`config.mk`:
```
export PLATFORM = sky130hd
export DESIGN_NAME = pll_mode_ctrl
export DESIGN_NICKNAME = d
export VERILOG_FILES = /design/src/rtl/pll_mode_pkg.sv /design/src/rtl/pll_ref_health.sv /design/src/rtl/pll_mode_fsm.sv /design/src/rtl/pll_coef_store.sv /design/src/rtl/pll_word_mux.sv /design/src/rtl/pll_mode_ctrl.sv
export SDC_FILE = /design/constraint.sdc
export NUM_CORES = 1
export LEC_CHECK = 0
export ABC_AREA = 1
export CAP_MARGIN = 20
export CELL_PAD_IN_SITES_DETAIL_PLACEMENT = 0
export CELL_PAD_IN_SITES_GLOBAL_PLACEMENT = 1
export CORE_UTILIZATION = 29
export CTS_CLUSTER_DIAMETER = 30
export DETAILED_ROUTE_END_ITERATION = 8
export PLACE_DENSITY = 0.86
export SLEW_MARGIN = 20
export SYNTH_ARGS = -nofsm -noshare
export SYNTH_HDL_FRONTEND = slang
export SYNTH_SLANG_ARGS = --single-unit
```
`constraint.sdc`:
```
create_clock -name clk -period 1.6 [get_ports clk]
set_input_delay 0.32 -clock clk [delete_from_list [all_inputs] [get_ports clk]]
set_output_delay 0.32 -clock clk [all_outputs]
set_load 0.02 [all_outputs]
```
`src/rtl/pll_mode_pkg.sv`:
```
`timescale 1ns/1ps
package pll_mode_pkg;
   typedef enum logic [1:0] {
      ST_NORMAL = 2'b00,
      ST_HOLD   = 2'b01,
      ST_FREE   = 2'b10,
      ST_AUTO   = 2'b11
   } pll_state_e;

   localparam logic [1:0] REQ_NORMAL = 2'b00;
   localparam logic [1:0] REQ_HOLD   = 2'b01;
   localparam logic [1:0] REQ_FREE   = 2'b10;
   localparam logic [1:0] REQ_KEEP   = 2'b11;

   localparam logic [1:0] CODE_NORMAL = 2'b00;
   localparam logic [1:0] CODE_HOLD   = 2'b01;
   localparam logic [1:0] CODE_FREE   = 2'b10;

   function automatic logic [1:0] mode_code(pll_state_e s);
      case (s)
         ST_NORMAL: return CODE_NORMAL;
         ST_FREE:   return CODE_FREE;
         default:   return CODE_HOLD;
      endcase
   endfunction

   function automatic logic is_holdover(pll_state_e s);
      return (s == ST_HOLD) || (s == ST_AUTO);
   endfunction
endpackage

```
`src/rtl/pll_ref_health.sv`:
```
`timescale 1ns/1ps
module pll_ref_health #(
   parameter int NUM_REF = 2,
   parameter int SELW    = 1
) (
   input  logic [SELW-1:0]    ref_sel_i,
   input  logic [NUM_REF-1:0] ref_fail_i,
   output logic               sel_ok_o
);
   generate
      if (NUM_REF < 1) begin : g_bad_count
         $error("pll_ref_health: NUM_REF must be at least 1");
      end
      if (NUM_REF == 1) begin : g_single
         assign sel_ok_o = ~ref_fail_i[0] & (ref_sel_i == '0);
      end else begin : g_multi
         logic [NUM_REF-1:0] healthy;
         for (genvar g = 0; g < NUM_REF; g++) begin : g_ref
            assign healthy[g] = ~ref_fail_i[g];
         end
         always_comb begin
            sel_ok_o = 1'b0;
            for (int i = 0; i < NUM_REF; i++) begin
               if (ref_sel_i == SELW'(i)) sel_ok_o = healthy[i];
            end
         end
      end
   endgenerate
endmodule

```
`src/rtl/pll_mode_fsm.sv`:
```
`timescale 1ns/1ps
module pll_mode_fsm
   import pll_mode_pkg::*;
(
   input  logic       clk,
   input  logic       rst_n,
   input  logic [1:0] mode_req_i,
   input  logic       sel_ok_i,
   input  logic       pll_lock_i,
   output pll_state_e state_o,
   output logic [1:0] mode_o,
   output logic       holdover_o,
   output logic       lock_o
);
   pll_state_e state_q, state_d;

   always_comb begin
      state_d = state_q;
      case (state_q)
         ST_NORMAL: begin
            if (mode_req_i == REQ_HOLD)      state_d = ST_HOLD;
            else if (mode_req_i == REQ_FREE) state_d = ST_FREE;
            else if (!sel_ok_i)              state_d = ST_AUTO;
         end
         ST_HOLD, ST_FREE: begin
            if (mode_req_i == REQ_HOLD)      state_d = ST_HOLD;
            else if (mode_req_i == REQ_FREE) state_d = ST_FREE;
            else if (mode_req_i == REQ_NORMAL && sel_ok_i) state_d = ST_NORMAL;
         end
         default: begin
            if (mode_req_i == REQ_HOLD)      state_d = ST_HOLD;
            else if (mode_req_i == REQ_FREE) state_d = ST_FREE;
            else if (sel_ok_i)               state_d = ST_NORMAL;
         end
      endcase
   end

   always_ff @(posedge clk or negedge rst_n) begin
      if (!rst_n) begin
         state_q    <= ST_FREE;
         mode_o     <= CODE_FREE;
         holdover_o <= 1'b0;
         lock_o     <= 1'b0;
      end else begin
         state_q    <= state_d;
         mode_o     <= mode_code(state_d);
         holdover_o <= is_holdover(state_d);
         lock_o     <= pll_lock_i && (state_d == ST_NORMAL);
      end
   end

   assign state_o = state_q;

   p_auto_entry_r3: assert property (@(posedge clk) disable iff (!rst_n)
      (state_q == ST_NORMAL && mode_req_i[1] == mode_req_i[0] && !sel_ok_i)
      |=> (state_q == ST_AUTO && holdover_o));

   p_auto_return_r4: assert property (@(posedge clk) disable iff (!rst_n)
      (state_q == ST_AUTO && mode_req_i[1] == mode_req_i[0] && sel_ok_i)
      |=> (mode_o == CODE_NORMAL));

   p_guard_normal_r5: assert property (@(posedge clk) disable iff (!rst_n)
      ((state_q == ST_HOLD || state_q == ST_FREE) && !sel_ok_i)
      |=> (mode_o != CODE_NORMAL));

   p_manual_wins_r11: assert property (@(posedge clk) disable iff (!rst_n)
      (state_q == ST_NORMAL && mode_req_i == REQ_FREE) |=> (mode_o == CODE_FREE));
endmodule

```
`src/rtl/pll_coef_store.sv`:
```
`timescale 1ns/1ps
module pll_coef_store #(
   parameter int              W       = 32,
   parameter logic [W-1:0]    NOMINAL = '0
) (
   input  logic         clk,
   input  logic         rst_n,
   input  logic         in_normal_i,
   input  logic         upd_tick_i,
   input  logic         pll_lock_i,
   input  logic         sel_ok_i,
   input  logic [W-1:0] loop_word_i,
   output logic [W-1:0] coef_o
);
   logic         cap_en;
   logic [W-1:0] coef_q;

   assign cap_en = in_normal_i & upd_tick_i & pll_lock_i & sel_ok_i;

   always_ff @(posedge clk or negedge rst_n) begin
      if (!rst_n)      coef_q <= NOMINAL;
      else if (cap_en) coef_q <= loop_word_i;
   end

   assign coef_o = coef_q;

   p_freeze_on_fail_r6: assert property (@(posedge clk) disable iff (!rst_n)
      (!sel_ok_i || !in_normal_i) |=> $stable(coef_q));
endmodule

```
`src/rtl/pll_word_mux.sv`:
```
`timescale 1ns/1ps
module pll_word_mux
   import pll_mode_pkg::*;
#(
   parameter int           W       = 32,
   parameter logic [W-1:0] NOMINAL = '0
) (
   input  pll_state_e   state_i,
   input  logic [W-1:0] loop_word_i,
   input  logic [W-1:0] coef_i,
   output logic [W-1:0] nco_word_o
);
   always_comb begin
      case (state_i)
         ST_NORMAL:       nco_word_o = loop_word_i;
         ST_HOLD, ST_AUTO: nco_word_o = coef_i;
         default:         nco_word_o = NOMINAL;
      endcase
   end
endmodule

```
`src/rtl/pll_mode_ctrl.sv`:
```
`timescale 1ns/1ps
module pll_mode_ctrl
   import pll_mode_pkg::*;
#(
   parameter int           NUM_REF = 2,
   parameter int           W       = 32,
   parameter int           STAT_W  = 8,
   parameter logic [W-1:0] NOMINAL = 32'h4000_0000,
   localparam int          SELW    = (NUM_REF > 1) ? $clog2(NUM_REF) : 1
) (
   input  logic               clk,
   input  logic               rst_n,
   input  logic [1:0]         mode_req_i,
   input  logic [SELW-1:0]    ref_sel_i,
   input  logic [NUM_REF-1:0] ref_fail_i,
   input  logic               pll_lock_i,
   input  logic               upd_tick_i,
   input  logic [W-1:0]       loop_word_i,
   output logic [1:0]         mode_o,
   output logic [W-1:0]       nco_word_o,
   output logic               holdover_o,
   output logic               lock_o,
   output logic [STAT_W-1:0]  status_o
);
   localparam int HOLD_BIT = 4;
   localparam int LOCK_BIT = 0;

   generate
      if (STAT_W <= HOLD_BIT) begin : g_bad_stat
         $error("pll_mode_ctrl: STAT_W must exceed the holdover bit index");
      end
      if (W < 2) begin : g_bad_w
         $error("pll_mode_ctrl: W must be at least 2");
      end
   endgenerate

   logic         sel_ok;
   pll_state_e   state;
   logic [W-1:0] coef;

   pll_ref_health #(.NUM_REF(NUM_REF), .SELW(SELW)) u_health (
      .ref_sel_i  (ref_sel_i),
      .ref_fail_i (ref_fail_i),
      .sel_ok_o   (sel_ok)
   );

   pll_mode_fsm u_fsm (
      .clk        (clk),
      .rst_n      (rst_n),
      .mode_req_i (mode_req_i),
      .sel_ok_i   (sel_ok),
      .pll_lock_i (pll_lock_i),
      .state_o    (state),
      .mode_o     (mode_o),
      .holdover_o (holdover_o),
      .lock_o     (lock_o)
   );

   pll_coef_store #(.W(W), .NOMINAL(NOMINAL)) u_coef (
      .clk         (clk),
      .rst_n       (rst_n),
      .in_normal_i (state == ST_NORMAL),
      .upd_tick_i  (upd_tick_i),
      .pll_lock_i  (pll_lock_i),
      .sel_ok_i    (sel_ok),
      .loop_word_i (loop_word_i),
      .coef_o      (coef)
   );

   pll_word_mux #(.W(W), .NOMINAL(NOMINAL)) u_mux (
      .state_i     (state),
      .loop_word_i (loop_word_i),
      .coef_i      (coef),
      .nco_word_o  (nco_word_o)
   );

   always_comb begin
      status_o           = '0;
      status_o[HOLD_BIT] = holdover_o;
      status_o[LOCK_BIT] = lock_o;
   end

   p_lock_only_normal_r9: assert property (@(posedge clk) disable iff (!rst_n)
      lock_o |-> (mode_o == CODE_NORMAL));

   p_free_nominal_r7: assert property (@(posedge clk) disable iff (!rst_n)
      (mode_o == CODE_FREE) |-> (nco_word_o == NOMINAL));

   p_hold_code_r8: assert property (@(posedge clk) disable iff (!rst_n)
      holdover_o |-> (mode_o == CODE_HOLD));
endmodule

```
==> metrics, run 1 <==
status=finished, violations left; failing checks=negative hold slack, negative setup slack; ant diodes=0; Yosys Warn Count=0; largest net degree at the start of global routing=20; detail-routed via count per cell=4.32; startpoint types=flip-flop; DRT iter0 DRCs=53; CP Max Fanout=4; Fin Hold WS=-4.92 ps; Setup Skew=5.50 ps; Initial Util=30.1%; Die Y=91.7 microns; clk sinks=36; largest family of logic cells by synthesized area=simple AND/OR/NAND/NOR gates; Static Leak=1.89 nW; area of the core=0.00777 sq mm; Post-Route WL=6180 microns; worst hold path type=in -> async; period utilization=121%; clock latency on the worst-skew pair=280 ps; CTS Buffer Depth=2; Achievable Freq=517 MHz; # H-tree levels=2; crit path DAT=1610 ps; CTS tree=done; area grow syn2layout=76.5%; r2r startpoint=u_fsm.state_o[1]; Mapped Area=0.00233 sq mm; CTS Hold Bufs=0; DIE AREA=0.00841 sq mm; register bit total from synthesis=36; row count=32; Power Dens Cells=1970 mW/mm^2; final slew viol count=0; Worst VDD drop=928 uV; GRT Total Usage=15.5%; initial antenna violation count=0; Post-Layout Cell Count=506; total gr overflow=0; synthesized area per cell=7.83 sq um; max cap viols=0; Final Hold Violating Endpoints=13; CTS root buf=clkbuf_8; port bufs=78; Synth Area in XOR/XNOR=0%; fin worst setup slack=-334 ps; cells after synthesis=298; 1st-pass router iterations=4; DP Area=0.00371 sq mm; mux cell area share after synthesis=0%; simple-gate share of the synthesized area=24.0%; CP Class=reg -> out; Place WS=-496 ps; Cell variety after synth=24; Boundary Pins=85; compound-cell area share of the yosys netlist=20.3%; via count=2185; CTS Buf Count=5; clk slew on worst S/H paths=70 ps; Routed Antenna Nets=0; DIE WIDTH=91.7 microns; routed length per instance=12.2 microns; register area share after synthesis=38.7%; Post-DP HPWL=4300 microns; nets=448; DR DRC count=0; RSZ-0062 raised after global routing=true; vias in the first global route=2254; Critical Path RT=1280 ps; Critical Path Source=u_fsm.state_o[1]; first-pass GRT wire length=10400 microns; CP endpoint kind=primary output; Filler Cells Inserted=717; Inst Count DP=486; post-route cell area=0.00412 sq mm; # setup viols final=66; share of post-route cells with drive strength above 1=50.2%; gpl congestion=0.774; shortest period the worst path allows=1930 ps; adder-cell share of the synthesized area=2.14%
-- cell usage after synthesis --
| master | n | share of area (%) |
|---|---|---|
| o21ai_2 | 32 | 12 |
| conb_1 | 1 | 0.16 |
| nor3_2 | 1 | 0.43 |
| nand2_2 | 24 | 6.4 |
| buf_4 | 9 | 2.9 |
| nor2_1 | 6 | 0.96 |
| nand2_1 | 85 | 14 |
| buf_6 | 7 | 3.4 |
| nor2_2 | 1 | 0.27 |
| a21oi_4 | 1 | 0.70 |
| o21ai_0 | 1 | 0.21 |
| nand4_4 | 1 | 0.91 |
| a21oi_1 | 31 | 6.6 |
| inv_2 | 1 | 0.16 |
| dfstp_2 | 3 | 3.4 |
| dfrtp_1 | 33 | 35 |
| nand3_1 | 4 | 0.86 |
| clkbuf_1 | 6 | 0.96 |
| a221o_1 | 1 | 0.43 |
| inv_1 | 41 | 6.6 |
| a21boi_0 | 1 | 0.32 |
| nor2_4 | 1 | 0.48 |
| ha_1 | 4 | 2.1 |
| buf_2 | 3 | 0.64 |
-- placed cells by master (no fill, tap or decap), types with 10 or more instances in the layout --
cell             count
nand2_1             67
nand2_2             42
inv_1               40
clkdlybuf4s50_1     40
buf_6               34
o21ai_2             33
a21oi_4             32
dfrtp_1             32
buf_4               21
buf_12              10
-- critical path: stages, from the launching register on --
cell and delay, ps:
dfstp_2 560, inv_1 90, ha_4 200, a221o_1 340
buf_6 150
-- power by group --
part | internal (mW) | leakage [nW] | switching (mW) | total, mW
combinational | 2.80 | 1.40 | 2.97 | 5.77
sequential | 1.39 | 0.444 | 0.289 | 1.68
clock | 0.351 | 0.0455 | 0.305 | 0.656
total | 4.55 | 1.89 | 3.56 | 8.11
-- cell type report --
| cell class | instances | area (sq um) | share of cell area [%] |
|---|---|---|---|
| Multi-Input combinational cell | 200 | 1540 | 37.2 |
| Inverter | 42 | 158 | 3.83 |
| Timing Repair Buffer | 118 | 1310 | 31.7 |
| Tap cell | 102 | 128 | 3.10 |
| Clock buffer | 8 | 90.1 | 2.19 |
| Sequential cell | 36 | 906 | 22.0 |
-- per-stage QoR --
stage	util [%]	total power, mW	setup TNS [ps]	hold WS, ps
2_1_floorplan	-	5.12	-284	24.4
3_3_place_gp	47.7	6.78	-17800	305
3_5_place_dp	47.7	6.86	-19440	315
4_1_cts	53.2	8.25	-14220	2.18
5_1_grt	53.1	8.63	-16750	17.9
6_report	53.1	8.11	-12900	-4.92
-- routing by layer --
layer	share of wire, %	wire [microns]	global-route usage (%)	vias to the layer above
met3	4.0	249	2.90	11
li1	-	-	-	1117
met5	0	0	0	-
met2	50	3110	27.3	55
met1	44	2730	19.2	1002
met4	1.6	99	4.69	0
-- worst paths after layout --
| path | end | slack [ps] | cells after the start |
|---|---|---|---|
| hold / removal | u_coef.coef_o[10] | -5 | 1 |
| hold reg to reg | u_coef.coef_o[27] | 490 | 2 |
| max in group asynchronous | u_fsm.state_o[1] | 1060 | 2 |
| min in group clk | u_coef.coef_o[27] | 490 | 2 |
| setup / recovery | nco_word_o[30] | -330 | 4 |
| setup reg to reg | u_fsm.lock_o | -210 | 13 |
-- registers in the layout, indices dropped and copies added, names as in the netlist --
name and cells:
u_fsm.mode_o 1, u_fsm.state_o 2, u_fsm.lock_o 1, u_coef.coef_o 32
-- cell families (layout without fill, tap and decap cells) --
| family | count (synthesis) | count (layout) |
|---|---|---|
| adder cells (fa/ha/maj) | 4 | 4 |
| AO/OA/AOI/OAI | 67 | 67 |
| other | 1 | 6 |
| AND/OR/NAND/NOR | 123 | 123 |
| buffers and inverters | 67 | 168 |
| flip-flops | 36 | 36 |
-- timing repair --
action | 4_1_cts | 5_1_grt
gates cloned | 6 | 0
resized for setup | 214 | 26
setup buffers | 11 | 0
pin swaps | 4 | 0
setup endpoints to repair | 72 | 73
No activity file was read; power rests on OpenSTA's default activity.
==> run 2: changes to the inputs <==
--- a/config.mk
+++ b/config.mk
@@ -13,7 +13,6 @@
 export CTS_CLUSTER_DIAMETER = 30
 export DETAILED_ROUTE_END_ITERATION = 8
 export PLACE_DENSITY = 0.86
-export SLEW_MARGIN = 20
 export SYNTH_ARGS = -nofsm -noshare
 export SYNTH_HDL_FRONTEND = slang
 export SYNTH_SLANG_ARGS = --single-unit
==> results of run 2 <==
Final layout, timing and power as in run 1 (identical DEF).
